File: config.mk
export PLATFORM = sky130hd
export DESIGN_NAME = nand_ident_resp
export DESIGN_NICKNAME = d
export VERILOG_FILES = /design/src/rtl/nand_ident_pkg.sv /design/src/rtl/nand_ident_mode_fsm.sv /design/src/rtl/nand_ident_rom.sv /design/src/rtl/nand_ident_resp.sv
export SDC_FILE = /design/constraint.sdc
export NUM_CORES = 1
export LEC_CHECK = 0
export BUFFER_PORTS_ARGS = -buffer_cell sky130_fd_sc_hd__buf_2
export CORE_MARGIN = 1
export CORE_UTILIZATION = 55
export CTS_BUF_LIST = sky130_fd_sc_hd__clkbuf_8 sky130_fd_sc_hd__clkbuf_16
export DETAILED_ROUTE_END_ITERATION = 6
export GPL_TIMING_DRIVEN = 0
export HOLD_SLACK_MARGIN = 0.08
export MAX_ROUTING_LAYER = met4
export PLACE_DENSITY = 0.77
export SLEW_MARGIN = 20
export SYNTH_ARGS = -nofsm -noshare
export SYNTH_HDL_FRONTEND = slang
export SYNTH_SLANG_ARGS = --single-unit
File: constraint.sdc
create_clock -name clk_i -period 2.7 [get_ports clk_i]
set_input_delay 0.27 -clock clk_i [delete_from_list [all_inputs] [get_ports clk_i]]
set_output_delay 0.27 -clock clk_i [all_outputs]
set_load 0.1 [all_outputs]
File: src/rtl/nand_ident_pkg.sv
package nand_ident_pkg;

  typedef enum logic [2:0] {
    MODE_IDLE   = 3'd0,
    MODE_ID_ARM = 3'd1,
    MODE_PP_ARM = 3'd2,
    MODE_ID     = 3'd3,
    MODE_PP     = 3'd4
  } mode_e;

  localparam logic [7:0] OP_ID     = 8'h90;
  localparam logic [7:0] OP_PP     = 8'hEC;
  localparam logic [7:0] OP_STATUS = 8'h70;
  localparam logic [7:0] ADDR_ZERO = 8'h00;

  localparam logic [2:0]  PLANE_SIZE_CODE = 3'b101;
  localparam logic [1:0]  PLANES4_CODE    = 2'b01;
  localparam logic [1:0]  PLANES8_CODE    = 2'b10;
  localparam logic [15:0] CRC_POLY        = 16'h8005;
  localparam logic [15:0] CRC_SEED        = 16'h4F4E;
  localparam int unsigned CRC_SPAN        = 254;

  function automatic logic [7:0] id_byte(int unsigned i, bit one_ce);
    logic [7:0] b;
    case (i)
      0:       b = 8'h01;
      1:       b = one_ce ? 8'hD3 : 8'hDC;
      2:       b = one_ce ? 8'hD1 : 8'h90;
      3:       b = 8'h95;
      4:       b = {1'b0, PLANE_SIZE_CODE, one_ce ? PLANES8_CODE : PLANES4_CODE, 2'b00};
      default: b = 8'h00;
    endcase
    return b;
  endfunction

  // page content without the CRC field
  function automatic logic [7:0] pp_base(int unsigned i);
    logic [7:0] b;
    case (i)
      0:       b = 8'h4F;
      1:       b = 8'h4E;
      2:       b = 8'h46;
      3:       b = 8'h49;
      4:       b = 8'h02;
      64:      b = 8'h01;
      81:      b = 8'h08;
      84:      b = 8'h40;
      92:      b = 8'h40;
      97:      b = 8'h10;
      100:     b = 8'h02;
      101:     b = 8'h23;
      102:     b = 8'h01;
      112:     b = 8'h01;
      default: b = 8'h00;
    endcase
    return b;
  endfunction

  function automatic logic [15:0] pp_crc();
    logic [15:0] c;
    c = CRC_SEED;
    for (int unsigned i = 0; i < CRC_SPAN; i++) begin
      c = c ^ {pp_base(i), 8'h00};
      for (int k = 0; k < 8; k++) begin
        c = c[15] ? ((c << 1) ^ CRC_POLY) : (c << 1);
      end
    end
    return c;
  endfunction

endpackage

File: src/rtl/nand_ident_mode_fsm.sv
module nand_ident_mode_fsm
  import nand_ident_pkg::*;
#(
  parameter int unsigned PTR_W = 10
) (
  input  logic             clk_i,
  input  logic             rst_ni,
  input  logic             cmd_stb_i,
  input  logic             addr_stb_i,
  input  logic             rd_stb_i,
  input  logic [7:0]       io_i,
  output mode_e            mode_o,
  output logic [PTR_W-1:0] ptr_o
);

  localparam logic [PTR_W-1:0] PTR_MAX = '1;

  mode_e            mode_q;
  logic [PTR_W-1:0] ptr_q;
  logic             refuse;
  logic             reading;

  assign refuse  = (mode_q == MODE_ID) && (io_i == OP_STATUS);
  assign reading = (mode_q == MODE_ID) || (mode_q == MODE_PP);

  always_ff @(posedge clk_i or negedge rst_ni) begin
    if (!rst_ni) begin
      mode_q <= MODE_IDLE;
      ptr_q  <= '0;
    end else if (cmd_stb_i) begin
      if (!refuse) begin
        ptr_q <= '0;
        case (io_i)
          OP_ID:   mode_q <= MODE_ID_ARM;
          OP_PP:   mode_q <= MODE_PP_ARM;
          default: mode_q <= MODE_IDLE;
        endcase
      end
    end else if (addr_stb_i) begin
      if (mode_q == MODE_ID_ARM) begin
        mode_q <= (io_i == ADDR_ZERO) ? MODE_ID : MODE_IDLE;
      end else if (mode_q == MODE_PP_ARM) begin
        mode_q <= (io_i == ADDR_ZERO) ? MODE_PP : MODE_IDLE;
      end
    end else if (rd_stb_i && reading && (ptr_q != PTR_MAX)) begin
      ptr_q <= ptr_q + 1'b1;
    end
  end

  assign mode_o = mode_q;
  assign ptr_o  = ptr_q;

endmodule

File: src/rtl/nand_ident_rom.sv
module nand_ident_rom
  import nand_ident_pkg::*;
#(
  parameter int unsigned PTR_W    = 10,
  parameter int unsigned PAGE_LEN = 256,
  parameter int unsigned COPIES   = 3,
  parameter int unsigned ID_LEN   = 5,
  parameter bit          ONE_CE   = 1'b0
) (
  input  mode_e            mode_i,
  input  logic [PTR_W-1:0] ptr_i,
  output logic [7:0]       byte_o
);

  localparam int unsigned      IDX_W   = $clog2(PAGE_LEN);
  localparam logic [PTR_W-1:0] PP_END  = PTR_W'(PAGE_LEN * COPIES);
  localparam logic [PTR_W-1:0] ID_END  = PTR_W'(ID_LEN);
  localparam logic [15:0]      PP_CRC  = pp_crc();
  localparam logic [IDX_W-1:0] CRC_LO  = IDX_W'(PAGE_LEN - 2);
  localparam logic [IDX_W-1:0] CRC_HI  = IDX_W'(PAGE_LEN - 1);

  logic [7:0]       id_b;
  logic [7:0]       pp_b;
  logic [IDX_W-1:0] idx;

  assign idx = ptr_i[IDX_W-1:0];

  if (ONE_CE) begin : g_one_ce
    always_comb id_b = (ptr_i < ID_END) ? id_byte(32'(ptr_i), 1'b1) : 8'h00;
  end else begin : g_two_ce
    always_comb id_b = (ptr_i < ID_END) ? id_byte(32'(ptr_i), 1'b0) : 8'h00;
  end

  always_comb begin
    if (ptr_i >= PP_END)     pp_b = 8'hFF;
    else if (idx == CRC_LO)  pp_b = PP_CRC[7:0];
    else if (idx == CRC_HI)  pp_b = PP_CRC[15:8];
    else                     pp_b = pp_base(32'(idx));
  end

  always_comb begin
    case (mode_i)
      MODE_ID: byte_o = id_b;
      MODE_PP: byte_o = pp_b;
      default: byte_o = 8'h00;
    endcase
  end

endmodule

File: src/rtl/nand_ident_resp.sv
module nand_ident_resp
  import nand_ident_pkg::*;
#(
  parameter int unsigned PTR_W    = 10,
  parameter int unsigned PAGE_LEN = 256,
  parameter int unsigned COPIES   = 3,
  parameter int unsigned ID_LEN   = 5,
  parameter bit          ONE_CE   = 1'b0
) (
  input  logic       clk_i,
  input  logic       rst_ni,
  input  logic       cle_i,
  input  logic       ale_i,
  input  logic       we_i,
  input  logic       re_i,
  input  logic [7:0] io_i,
  output logic [7:0] io_o
);

  logic             cmd_stb;
  logic             addr_stb;
  logic             rd_stb;
  mode_e            mode_q;
  logic [PTR_W-1:0] ptr_q;
  logic [7:0]       rom_b;
  logic [7:0]       io_q;

  assign cmd_stb  = we_i & cle_i & ~ale_i;
  assign addr_stb = we_i & ale_i & ~cle_i;
  assign rd_stb   = re_i & ~we_i;

  nand_ident_mode_fsm #(.PTR_W(PTR_W)) u_fsm (
    .clk_i     (clk_i),
    .rst_ni    (rst_ni),
    .cmd_stb_i (cmd_stb),
    .addr_stb_i(addr_stb),
    .rd_stb_i  (rd_stb),
    .io_i      (io_i),
    .mode_o    (mode_q),
    .ptr_o     (ptr_q)
  );

  nand_ident_rom #(
    .PTR_W   (PTR_W),
    .PAGE_LEN(PAGE_LEN),
    .COPIES  (COPIES),
    .ID_LEN  (ID_LEN),
    .ONE_CE  (ONE_CE)
  ) u_rom (
    .mode_i(mode_q),
    .ptr_i (ptr_q),
    .byte_o(rom_b)
  );

  always_ff @(posedge clk_i or negedge rst_ni) begin
    if (!rst_ni)     io_q <= 8'h00;
    else if (rd_stb) io_q <= rom_b;
  end

  assign io_o = io_q;

endmodule

-- Word-level counts from Yosys, hierarchy flattened
Index checks and enable logic that the tools add are counted.
Widths: inputs -> output; s select.
- add/subtract/negate cells: 1
- magnitude comparators: 2
- equal/unequal tests: 29
- muxes and demuxes: 19
- bitwise operators: 8
- reductions and logical operators: 15
- operators with widths (kind ; count):
    $eq 8x7->1 const B ; 10
    $pmux 7 s10 ; 1
    $mux 10 ; 4
    $pmux 8 s5 ; 1
    $eq 8x8->1 const B ; 4
    $mux 8 ; 4
    $eq 10x2->1 const B ; 2
    $mux 3 ; 6
    $eq 8x2->1 const B ; 2
    $logic_not 8->1 ; 2
    $pmux 8 s2 ; 1
    $add 10x1->10 const B ; 1
    $eq 10x1->1 const B ; 1
    $eq 10x3->1 const B ; 1
    $ge 10x10->1 const B ; 1
    $logic_not 10->1 ; 1
    $lt 10x3->1 const B ; 1
    $ne 10x10->1 const B ; 1
    $eq 8x1->1 const B ; 1
    $eq 8x3->1 const B ; 1
    $eq 3x2->1 const B ; 2
    $reduce_and 3->1 ; 2
    $and 1x1->1 ; 5
    $ne 2x2->1 const B ; 2
    11 further kinds ; 17
- flip-flop bits (word level): 21
- input bits: 14
- output and inout port bits: 8
- word-level logic and storage cells: 77

-- Depth between registers and ports, before layout
- depth in word-level cells: 7
- gate-level depth with buffers: 7
- mapped depth without buffers: 7

-- Hierarchy
From an unflattened synthesis, not the netlist that was laid out.
- cell total of the unflattened synthesis: 181
- area, all modules: 1569.0 µm²
- by module, submodules not included (module ; times used ; cells each ; area an instance (µm²) ; sequential area each (µm²)):
    nand_ident_mode_fsm ; 1 ; 95 ; 812.0 ; 325.3
    nand_ident_rom ; 1 ; 64 ; 404.1 ; 0.0
    nand_ident_resp ; 1 ; 22 ; 352.8 ; 200.2

-- Worst setup path before layout
Ideal clock, no wire load.
- path kind: register -> register
- start: register u_fsm.ptr_q[0], in the netlist u_fsm.ptr_o[0]
- end: register u_fsm.ptr_q[7], in the netlist u_fsm.ptr_o[7]
- setup time: 0.077 ns
- arrival: 1.966 ns
- data required time: 2.623 ns
- slack: 0.656 ns
- cell stages (with the launch flop): 8
- buffers on the path: 1
- period minus slack after synthesis: 2.044 ns
- path through: dfrtp_1 > ha_1 > and3_2 > and3_4 > o21a_1 > buf_6 > or4_1 > a21oi_1
- word-level cells in the longest chain between the ends: 4
- elaborated cells on any way between the ends: 8
- classes of those cells: 1 x add/sub; 1 x eq/ne; 3 x mux; 3 x reduce/logical
- ends and longest elaborated chain (what ; RTL line ; RTL):
    start: declaration ; nand_ident_mode_fsm.sv:19 ; logic [PTR_W-1:0] ptr_q;
    start signal: assignment ; nand_ident_mode_fsm.sv:46 ; ptr_q <= ptr_q + 1'b1;
    $add 10x1->10 or $ne 10x10->1 (tied branches) ; nand_ident_mode_fsm.sv:46, nand_ident_mode_fsm.sv:45 ;
    $mux 10 or $logic_and 1x1->1 (tied branches) ; nand_ident_mode_fsm.sv:45 ; end else if (rd_stb_i && reading && (ptr_q != PTR_MAX)) begin
    $mux 10 or $reduce_bool 2->1 (tied branches) ; n/a ;
    $mux 10 or $reduce_and 3->1 (tied branches) ; n/a ;
Parallel ways exist; a longest one is shown, timed or not. The select of a mux whose other input is x is not followed.
A chain may end at the register's enable or synchronous reset.

-- Final worst setup path
Ends and elaborated chain as after synthesis.

==> impl_metrics.csv <==
group,metric,value,unit
yosys,synth_area_per_cell,8.339,um2
timing,finalHoldViolations,0,
detailed_routing,num_vias,1650,
yosys,syn_nets,216,
power,comb_power_share,53.7,%
cts,clock_latency,0.27,ns
timing,max_slew.worst_pin.slew,0.6105,ns
global_route,grt_pass1_vias,1566,
power,peakVddDrop,0.6563,mV
timing,max_freq,444.7,MHz
cts,cts_root_buf,"clkbuf_8",
power,p_leak,0.7833,nW
worst_hold_path,hp-class,"in -> reg",
die,core-area,2781,um2
worst_setup_path,crit_type,"reg -> reg",
die,pin_count,22,
worst_setup_path,worstPathCellList,"ha_1, and3_2, and3_4, o21a_1, buf_6, or4_1, a21oi_1",
place,portBuffers,21,
cts,clkTransAtPathRegs,0.08,ns
yosys,ys_types,56,
worst_setup_path,path_buf_inv,1,
timing,min_period,2.249,ns
die,design.die.area,3210,um2
detailed_routing,ant_nets,0,
layout,diodes,0,
timing,setup_violations,0,
power,pwr-share-seq,31.5,%
yosys,synth_ff_type,"dfrtp_1",
timing,finClkSkew,0.009050,ns
timing,finalSetupTns,0,ns
detailed_routing,dr.pass1.iters,4,
timing,final_max_slew_viol_count,0,
timing,relSlewSlack,58.93,%
place,routabilityCongestion,0.9419,
cts,post_cts_resized,0,
yosys,ys_seq_area_share,31.99,%
worst_setup_path,required,2.89,ns
power,swShare,49.91,%
global_route,grt_pass1_wl,7.017,mm
layout,finish.utilization,66.22,%
global_route,grt_overflow_total,0,
yosys,ys_ff_latch,21,
worst_setup_path,cpPeakStageDelay,0.46,ns
power,internal_power,0.0007040,W
worst_setup_path,critical_path.top_delay_family,"simple AND/OR/NAND/NOR gates",
status,status,"finished, final reports clean",
detailed_routing,routed_wire_length_per_instance,15.97,um
cts,numCtsBuffers,3,
layout,syn2layout_area_growth,12.11,%
global_route,grt_util_all_layers,29.01,%
global_route,grt_max_degree,22,
detailed_routing,first_iter_violations,74,
power,netSwitchingPower,0.0007013,W
die,die_w,56.66,um
layout,drive_gt1_share,17.94,%
die,die_h,56.66,um
die,initial_core_util,59.06,%
yosys,synth.cell_area,1643,um2
global_route,grt_antenna_before_repair,0,
die,rows,19,
cts,cts_tree,"yes",
worst_setup_path,critPathMaxFanout,10,
power,clkPwrFrac,14.8,%
timing,rsz0062_at_grt,"no",
power,powerDensity,763.0,nW/um2
worst_setup_path,cp.arrival,2.44,ns
layout,nets,243,
place,hpwl,3.105,mm
worst_setup_path,worstSetupEndpointType,"flip-flop",
cts,htree_levels,1,
detailed_routing,wl,4.057,mm
detailed_routing,routed_via_density,6.496,
job,maxCapViolCount,0,
detailed_routing,drc,0,
worst_setup_path,startpoint_type,"flip-flop",
cts,cts_sinks,21,
timing,period_share,83.29,%
yosys,synth_edf_count,0,
yosys,syn_inst,197,
cts,clk_path_buf_depth,2,
yosys,yosysWarnings,0,
yosys,async_reset_ff_share,100.0,%
worst_setup_path,critPathSlowestCell,"or4_1",
[power by group through the flow]
stage               Combinational, W  Sequential (W)  Clock, W
global placement            0.000735        0.000444         0
detailed placement          0.000740        0.000449         0
finish                      0.000755        0.000443  0.000208
floorplan                   0.000385        0.000637         0
global route                0.000817        0.000455  0.000229
CTS                         0.000744        0.000442  0.000214
[tightest hold or removal path, stage by stage]
cell	delay, ns
buf_2	0.07
inv_1	0.07
nand4_1	0.10
a21oi_1	0.07
[final cells by class]
type	count	area (um2)
inverter	8	30.03
timing repair buffer	22	115.1
sequential	21	525.5
fill	247	939.7
clock buffer	3	41.29
tap	31	38.79
clock inverter	1	3.754
multi-input combinational	157	1026
buffer	11	61.31
[state kept, by name, summed over array words and instances, names as in the netlist]
register / count
u_fsm.ptr_o: 10
u_fsm.mode_o: 3
io_o: 8
[cells in the mapped netlist (all sizes together), types with 5 or more instances]
| library cell | count | area share, % |
|---|---|---|
| a21oi | 12 | 3.7 |
| nand2 | 16 | 3.7 |
| dfrtp | 21 | 32 |
| ha | 5 | 3.8 |
| inv | 8 | 1.8 |
| clkbuf | 5 | 1.4 |
| o21ai | 11 | 3.6 |
| buf | 6 | 2.4 |
| nand4 | 9 | 3.4 |
| o21a | 6 | 2.7 |
| nor2 | 20 | 4.6 |
| nand2b | 5 | 1.9 |
| nand3 | 6 | 1.8 |
[what timing repair did]
action / 4_1_cts / 5_1_grt
setup endpoints to repair: 0 / 0
setup buffers: 0 / 0
hold endpoints to repair: 21 / 0
hold buffers: 1 / 0
[metrics by stage]
step / power, W / hold slack (ns) / cells / area (um2) / setup slack, ns
2_1_floorplan: 0.001022 / -0.02559 / 197 / 1643 / 0.6564
3_3_place_gp: 0.001179 / 0.2482 / 249 / 1787 / 0.5062
3_5_place_dp: 0.001189 / 0.2568 / 249 / 1787 / 0.4954
4_1_cts: 0.001400 / 0.3482 / 254 / 1842 / 0.4637
5_1_grt: 0.001500 / 0.3683 / 254 / 1842 / 0.3729
6_report: 0.001405 / 0.3504 / 254 / 1842 / 0.4512
[cell usage in the layout (no fill, tap or decap), drive strengths merged, types with 3 or more instances in the layout]
| cell | count |
|---|---|
| buf | 27 |
| dfrtp | 21 |
| nor2 | 20 |
| nand2 | 16 |
| a21oi | 12 |
| o21ai | 11 |
| inv | 9 |
| nand4 | 9 |
| clkbuf | 8 |
| o21a | 6 |
| nand3 | 6 |
| nand2b | 5 |
| ha | 5 |
| nor4 | 4 |
| or4 | 4 |
| nor3 | 4 |
| o31ai | 3 |
| a41oi | 3 |
| mux2i | 3 |
| and2 | 3 |
| a21boi | 3 |
| and3 | 3 |
[cell families (layout without fill, tap and decap cells)]
kind of cell / count (synthesis) / after routing / synth area share (%)
AO/OA/AOI/OAI: 57 / 57 / 24.14
XOR/XNOR: 2 / 2 / 1.066
adder cells (fa/ha/maj): 5 / 5 / 3.808
buffers and inverters: 19 / 45 / 5.559
flip-flops: 21 / 21 / 31.99
multiplexers: 3 / 3 / 1.828
AND/OR/NAND/NOR: 90 / 90 / 31.61
[worst paths after layout]
kind	startpoint	endpoint	slack [ns]	cells after the start
min	io_i[7]	u_fsm.mode_o[2]	0.35	4
max reg2reg	u_fsm.ptr_o[0]	u_fsm.ptr_o[7]	0.45	7
min reg2reg	io_o[5]	io_o[5]	0.50	1
max in group asynchronous	rst_ni	u_fsm.ptr_o[3]	1.88	2
max	u_fsm.ptr_o[0]	u_fsm.ptr_o[7]	0.45	7
min in group asynchronous	rst_ni	io_o[3]	0.49	2
[per-layer routing]
| metal | global-route usage [%] | wire [um] | up-vias |
|---|---|---|---|
| met1 | 36.76 | 1840 | 770 |
| met2 | 46.22 | 1923 | 77 |
| met5 | - | 0 | - |
| met4 | 12.89 | 68 | 0 |
| li1 | - | - | 794 |
| met3 | 3.917 | 224 | 9 |
Power figures use the tool's default switching activity.
